==> config.mk <==
export PLATFORM = sky130hd
export DESIGN_NAME = clk_en_tree
export DESIGN_NICKNAME = d
export VERILOG_FILES = /design/src/rtl/clk_en_tree_pkg.sv /design/src/rtl/clk_div_stage.sv /design/src/rtl/clk_en_regs.sv /design/src/rtl/clk_en_tree.sv
export SDC_FILE = /design/constraint.sdc
export NUM_CORES = 1
export LEC_CHECK = 0
export ABC_AREA = 1
export BUFFER_PORTS_ARGS = -buffer_cell sky130_fd_sc_hd__buf_4
export CORE_ASPECT_RATIO = 1.5
export CORE_MARGIN = 5
export CORE_UTILIZATION = 35
export CTS_CLUSTER_SIZE = 10
export DETAILED_ROUTE_END_ITERATION = 10
export MAX_ROUTING_LAYER = met4
export PLACE_DENSITY_LB_ADDON = 0.15
export SKIP_LAST_GASP = 1
export SLEW_MARGIN = 30
export SYNTH_ARGS = -nofsm -noshare
export SYNTH_HDL_FRONTEND = slang
export SYNTH_SLANG_ARGS = --single-unit
export TNS_END_PERCENT = 5
==> constraint.sdc <==
create_clock -name clk_i -period 2.4 [get_ports clk_i]
set_input_delay 0.36 -clock clk_i [delete_from_list [all_inputs] [get_ports clk_i]]
set_output_delay 0.36 -clock clk_i [all_outputs]
set_load 0.02 [all_outputs]
==> src/rtl/clk_en_tree_pkg.sv <==
package clk_en_tree_pkg;
  parameter int REG_W  = 32;
  parameter int N_DOM  = 5;
  parameter int CNT_W  = 3;

  parameter int PLL_LSB = 0;
  parameter int PLL_W   = 1;
  parameter int CPU_LSB = 4;
  parameter int CPU_W   = 3;
  parameter int BUS_LSB = 8;
  parameter int BUS_W   = 3;
  parameter int PER_LSB = 12;
  parameter int PER_W   = 3;
  parameter int SEC_LSB = 16;
  parameter int SEC_W   = 3;

  parameter logic [PLL_W-1:0] PLL_RST = '0;
  parameter logic [CPU_W-1:0] CPU_RST = '0;
  parameter logic [BUS_W-1:0] BUS_RST = '0;
  parameter logic [PER_W-1:0] PER_RST = PER_W'(1);
  parameter logic [SEC_W-1:0] SEC_RST = SEC_W'(1);

  localparam logic ERR_RST = (PLL_RST == '0) && (CPU_RST == '0);

  typedef enum int {D_PLL = 0, D_CPU = 1, D_BUS = 2, D_PER = 3, D_SEC = 4} dom_e;

  typedef struct packed {
    logic [SEC_W-1:0] sec;
    logic [PER_W-1:0] per;
    logic [BUS_W-1:0] bus;
    logic [CPU_W-1:0] cpu;
    logic [PLL_W-1:0] pll;
  } ratio_t;

  // Index into the enable vector: 0 is the root (always on), d+1 is domain d.
  function automatic int parent_of(input int d);
    case (d)
      D_PLL:        return 0;
      D_CPU, D_BUS: return 1 + D_PLL;
      default:      return 1 + D_BUS;
    endcase
  endfunction
endpackage

==> src/rtl/clk_div_stage.sv <==
module clk_div_stage #(
  parameter int CNT_W = 3
) (
  input  logic             clk_i,
  input  logic             rst_ni,
  input  logic             parent_en_i,
  input  logic [CNT_W-1:0] ratio_m1_i,
  output logic             en_o
);
  logic [CNT_W-1:0] cnt_q;
  logic             tc_w;

  assign tc_w = (cnt_q == '0);
  assign en_o = parent_en_i & tc_w;

  // Reload samples the ratio only at terminal count: changes wait for period end.
  always_ff @(posedge clk_i or negedge rst_ni) begin
    if (!rst_ni)          cnt_q <= '0;
    else if (parent_en_i) cnt_q <= tc_w ? ratio_m1_i : cnt_q - 1'b1;
  end

  p_hold_idle_r9: assert property (@(posedge clk_i) disable iff (!rst_ni)
    !parent_en_i |=> $stable(cnt_q));

  p_unity_follow_r10: assert property (@(posedge clk_i) disable iff (!rst_ni)
    (parent_en_i && tc_w && ratio_m1_i == '0) |=> (en_o == parent_en_i));
endmodule

==> src/rtl/clk_en_regs.sv <==
module clk_en_regs
  import clk_en_tree_pkg::*;
(
  input  logic             clk_i,
  input  logic             rst_ni,
  input  logic             wr_en_i,
  input  logic [REG_W-1:0] wr_data_i,
  output ratio_t           ratio_o,
  output logic [REG_W-1:0] rd_data_o,
  output logic             cfg_err_o
);
  ratio_t ratio_q;
  logic   err_q;
  logic   illegal_w;

  assign illegal_w = (wr_data_i[PLL_LSB +: PLL_W] == '0) &&
                     (wr_data_i[CPU_LSB +: CPU_W] == '0);

  always_ff @(posedge clk_i or negedge rst_ni) begin
    if (!rst_ni) begin
      ratio_q.pll <= PLL_RST;
      ratio_q.cpu <= CPU_RST;
      ratio_q.bus <= BUS_RST;
      ratio_q.per <= PER_RST;
      ratio_q.sec <= SEC_RST;
      err_q       <= ERR_RST;
    end else if (wr_en_i) begin
      ratio_q.pll <= wr_data_i[PLL_LSB +: PLL_W];
      ratio_q.cpu <= wr_data_i[CPU_LSB +: CPU_W];
      ratio_q.bus <= wr_data_i[BUS_LSB +: BUS_W];
      ratio_q.per <= wr_data_i[PER_LSB +: PER_W];
      ratio_q.sec <= wr_data_i[SEC_LSB +: SEC_W];
      err_q       <= illegal_w;
    end
  end

  always_comb begin
    rd_data_o = '0;
    rd_data_o[PLL_LSB +: PLL_W] = ratio_q.pll;
    rd_data_o[CPU_LSB +: CPU_W] = ratio_q.cpu;
    rd_data_o[BUS_LSB +: BUS_W] = ratio_q.bus;
    rd_data_o[PER_LSB +: PER_W] = ratio_q.per;
    rd_data_o[SEC_LSB +: SEC_W] = ratio_q.sec;
  end

  assign ratio_o   = ratio_q;
  assign cfg_err_o = err_q;

  p_err_set_r8: assert property (@(posedge clk_i) disable iff (!rst_ni)
    (wr_en_i && illegal_w) |=> cfg_err_o);

  p_err_sticky_r8: assert property (@(posedge clk_i) disable iff (!rst_ni)
    !wr_en_i |=> $stable(cfg_err_o));
endmodule

==> src/rtl/clk_en_tree.sv <==
module clk_en_tree
  import clk_en_tree_pkg::*;
(
  input  logic        clk_i,
  input  logic        rst_ni,
  input  logic        wr_en_i,
  input  logic [31:0] wr_data_i,
  output logic [31:0] rd_data_o,
  output logic        pll_en_o,
  output logic        cpu_en_o,
  output logic        bus_en_o,
  output logic        per_en_o,
  output logic        sec_en_o,
  output logic        cfg_err_o
);
  ratio_t           ratio_w;
  logic             err_w;
  logic [N_DOM:0]   en_w;
  logic [CNT_W-1:0] ratio_m1_w [N_DOM];

  clk_en_regs u_regs (
    .clk_i     (clk_i),
    .rst_ni    (rst_ni),
    .wr_en_i   (wr_en_i),
    .wr_data_i (wr_data_i),
    .ratio_o   (ratio_w),
    .rd_data_o (rd_data_o),
    .cfg_err_o (err_w)
  );

  // Illegal pair: processor stage falls back to divide-by-2.
  always_comb begin
    ratio_m1_w[D_PLL] = CNT_W'(ratio_w.pll);
    ratio_m1_w[D_CPU] = err_w ? CNT_W'(1) : CNT_W'(ratio_w.cpu);
    ratio_m1_w[D_BUS] = CNT_W'(ratio_w.bus);
    ratio_m1_w[D_PER] = CNT_W'(ratio_w.per);
    ratio_m1_w[D_SEC] = CNT_W'(ratio_w.sec);
  end

  assign en_w[0] = 1'b1;

  for (genvar d = 0; d < N_DOM; d++) begin : g_stage
    clk_div_stage #(.CNT_W(CNT_W)) u_div (
      .clk_i       (clk_i),
      .rst_ni      (rst_ni),
      .parent_en_i (en_w[parent_of(d)]),
      .ratio_m1_i  (ratio_m1_w[d]),
      .en_o        (en_w[d+1])
    );
  end

  assign pll_en_o  = en_w[1+D_PLL];
  assign cpu_en_o  = en_w[1+D_CPU];
  assign bus_en_o  = en_w[1+D_BUS];
  assign per_en_o  = en_w[1+D_PER];
  assign sec_en_o  = en_w[1+D_SEC];
  assign cfg_err_o = err_w;

  p_cpu_in_pll_r3: assert property (@(posedge clk_i) disable iff (!rst_ni)
    cpu_en_o |-> pll_en_o);

  p_per_in_bus_r5: assert property (@(posedge clk_i) disable iff (!rst_ni)
    per_en_o |-> bus_en_o);

  p_sec_in_bus_r6: assert property (@(posedge clk_i) disable iff (!rst_ni)
    sec_en_o |-> bus_en_o);

  p_rsv_zero_r7: assert property (@(posedge clk_i) disable iff (!rst_ni)
    (rd_data_o & ~32'h0007_7771) == '0);

  p_forced_div_r8: assert property (@(posedge clk_i) disable iff (!rst_ni)
    (cfg_err_o && pll_en_o && cpu_en_o) |=> !cpu_en_o);
endmodule

==> impl_metrics.tcl <==
set metrics [dict create \
    diode_count 0 \
    worstPathArrival_ns 1.62 \
    fp-row-count 30 \
    core-area_mm2 0.00454 \
    synth_cells 210 \
    via_cell_ratio 4.19 \
    worst-endpoint-required_ns 2.04 \
    cts.repair_timing.setup_buffer_count 0 \
    wire_per_inst_um 10.7 \
    holdWs_ns 0.00344 \
    end_of_the_worst_register_to_register_path "g_stage[3].u_div.cnt_q[1]" \
    wirelength_um 3350 \
    postCtsResizedCells 0 \
    worstReg2RegStart "g_stage[2].u_div.cnt_q[0]" \
    final_min_period_over_clock_period 0.825 \
    yosys.area.top_type_share 0.396 \
    die_outline_width_um 66.0 \
    synth_largest_area_cell "dfrtp_1" \
    launch_point_of_the_worst_path "g_stage[2].u_div.cnt_q[0]" \
    dp_hpwl_um 2530 \
    setup_viol_count_final 0 \
    track_usage 0.124 \
    flip_flop_and_latch_count_after_synthesis 29 \
    finClkSkew_ns 0.00686 \
    total_count_of_max_transition_violations_in_the_final_report 0 \
    detailroute.via_count 1313 \
    worst-path-max-fanout 8 \
    grt_antenna_before_repair 0 \
    ios 73 \
    cts.hold.buffers_added 0 \
    unrepaired_setup_endpoints_after_global_routing "false" \
    setup-tns-final_ns 0 \
    initial_utilization 0.362 \
    period_needed_ns 1.98 \
    crit_path_end "per_en_o" \
    die_y_um 93.9 \
    final_cell_mix "76 x nand2_1, 35 x buf_4, 26 x inv_1, 26 x dfrtp_1, 19 x conb_1" \
    crit_path_category "reg2out" \
    timing.hold.worst.class "in2async" \
    cts.path.max_buffers 2 \
    leakage_nw 1.12 \
    tritoncts "done" \
    cp-end-kind "output pin" \
    die_area_mm2 0.00620 \
    clock_latency_ns 0.28 \
    netlist_top_cells_area "dfrtp_1 40%, nand2_1 17%, buf_4 8.7%" \
    clkSlewWorstSetupHoldPaths_ns 0.07 \
    placed_area_mm2 0.00190 \
    ys.warnings.count 0 \
    grt_residual_overflow 0 \
    layout.core_utilization 0.440 \
    post_syn_area_mm2 0.00164 \
    clock.fmax_ghz 0.505 \
    synth.lib_cells_used.distinct 19 \
    drt.antenna.violating_nets 0 \
    total_power_mw 2.11 \
    grt_pass1_vias 1260 \
    place.port_buffers 34 \
    postLayoutCellArea_mm2 0.00200 \
    fraction_of_layout_instances_using_a_drive_strength_above_1 0.221 \
    n_fill_cell 463 \
    layout_commonest_cell "nand2_1" \
    reg2reg_depth 7 \
    critical_path.startpoint_type "flip-flop" \
    layout.area.seq_um2 729 \
    final_net_count 293 \
    area.growth.synth_to_final_pct 21.5 \
    peakVddDrop_uv 524 \
    clockRootBuffer "clkbuf_8" \
    drv_cap 0 \
    dr.first_iter.drc_count 24 \
    avgSynthCellArea_um2 7.83 \
    h-tree-depth 2 \
    place.gp.congestion 0.796 \
    post_route_drc 0 \
    final_hold_viol_count 0 \
    maximum_number_of_pins_on_one_net_before_global_route_repair 30 \
    cts_inserted_buffers 5 \
    cts_sinks 29 \
    yosysSeqAreaShare 0.444 \
    multi_input_area_um2 717 \
    first_pass_iters 4 \
    grt_first_pass_wirelength_um 5620 \
    setup_slack_reg_to_reg_ns 1.06 \
    cellPowerDensity_mw_per_mm2 1060 \
    status "complete, no violations" \
]
==> synthesized netlist by cell type (all sizes together) <==
cell type,number
a21oi,4
buf,22
conb,1
dfrtp,26
dfstp,3
ha,10
inv,28
nand2,77
nand3,14
nor2,10
nor3,1
o21ai,12
or2,2
==> stage by stage <==
step / std cells / setup WS (ns)
after floorplan: 228 / 0.596
after global placement: 305 / 0.720
after detailed placement: 305 / 0.722
after CTS: 313 / 0.402
after global routing: 313 / 0.279
final: 313 / 0.421
==> cells by family (layout without fill, tap and decap cells) <==
family	Yosys count	in the layout	share of synthesized area
flops	29	29	0.444
compound gates	16	16	0.0487
fa+ha+maj	10	10	0.0761
other cells	1	19	0.00228
buf+inv	50	71	0.161
simple gates	104	104	0.268
==> power by group <==
group | leakage [nW] | switching (mW) | internal, mW
Combinational | 0.716 | 0.611 | 0.358
Clock | 0.0542 | 0.181 | 0.259
Sequential | 0.349 | 0.0763 | 0.629
Total | 1.12 | 0.869 | 1.25
==> worst min-delay path by stage <==
stage | start | end | slack [ns] | cells past startpoint
4_1_cts | rst_ni | u_regs.ratio_o[4] | 0.007 | 1
5_1_grt | rst_ni | g_stage[1].u_div.cnt_q[1] | 0.03 | 1
2_1_floorplan | rst_ni | g_stage[0].u_div.cnt_q[0] | 0.06 | 0
3_3_place_gp | rst_ni | u_regs.ratio_o[8] | 0.31 | 1
3_5_place_dp | rst_ni | u_regs.ratio_o[9] | 0.32 | 1
6_report | rst_ni | g_stage[4].u_div.cnt_q[1] | 0.003 | 1
==> critical path: stages (launching register included) <==
cell,delay [ns]
dfrtp_1,0.39
inv_1,0.10
ha_1,0.25
nand2_2,0.13
nor2_8,0.18
inv_4,0.07
nor2_2,0.08
buf_4,0.14
==> flip-flops by register name, summed over array words and instances, names as in the netlist <==
| name | flops |
|---|---|
| u_regs.cfg_err_o | 1 |
| u_regs.ratio_o | 13 |
| g_stage.u_div.cnt_q | 15 |
==> final cells by class <==
| type | count | share of cell area |
|---|---|---|
| multi-input cells | 149 | 0.359 |
| clock buffers | 7 | 0.0482 |
| inverters | 28 | 0.0539 |
| well taps | 64 | 0.0401 |
| flip-flops and latches | 29 | 0.365 |
| clock inverters | 1 | 0.00250 |
| repair buffers | 35 | 0.131 |
==> per-layer routing <==
layer,vias up,part of all wire,global-route usage
met3,8,0.054,0.0335
met5,-,0,-
met1,592,0.41,0.135
met4,0,0.027,0.0610
met2,33,0.51,0.205
li1,680,-,-
No activity file was read; power rests on OpenSTA's default activity.
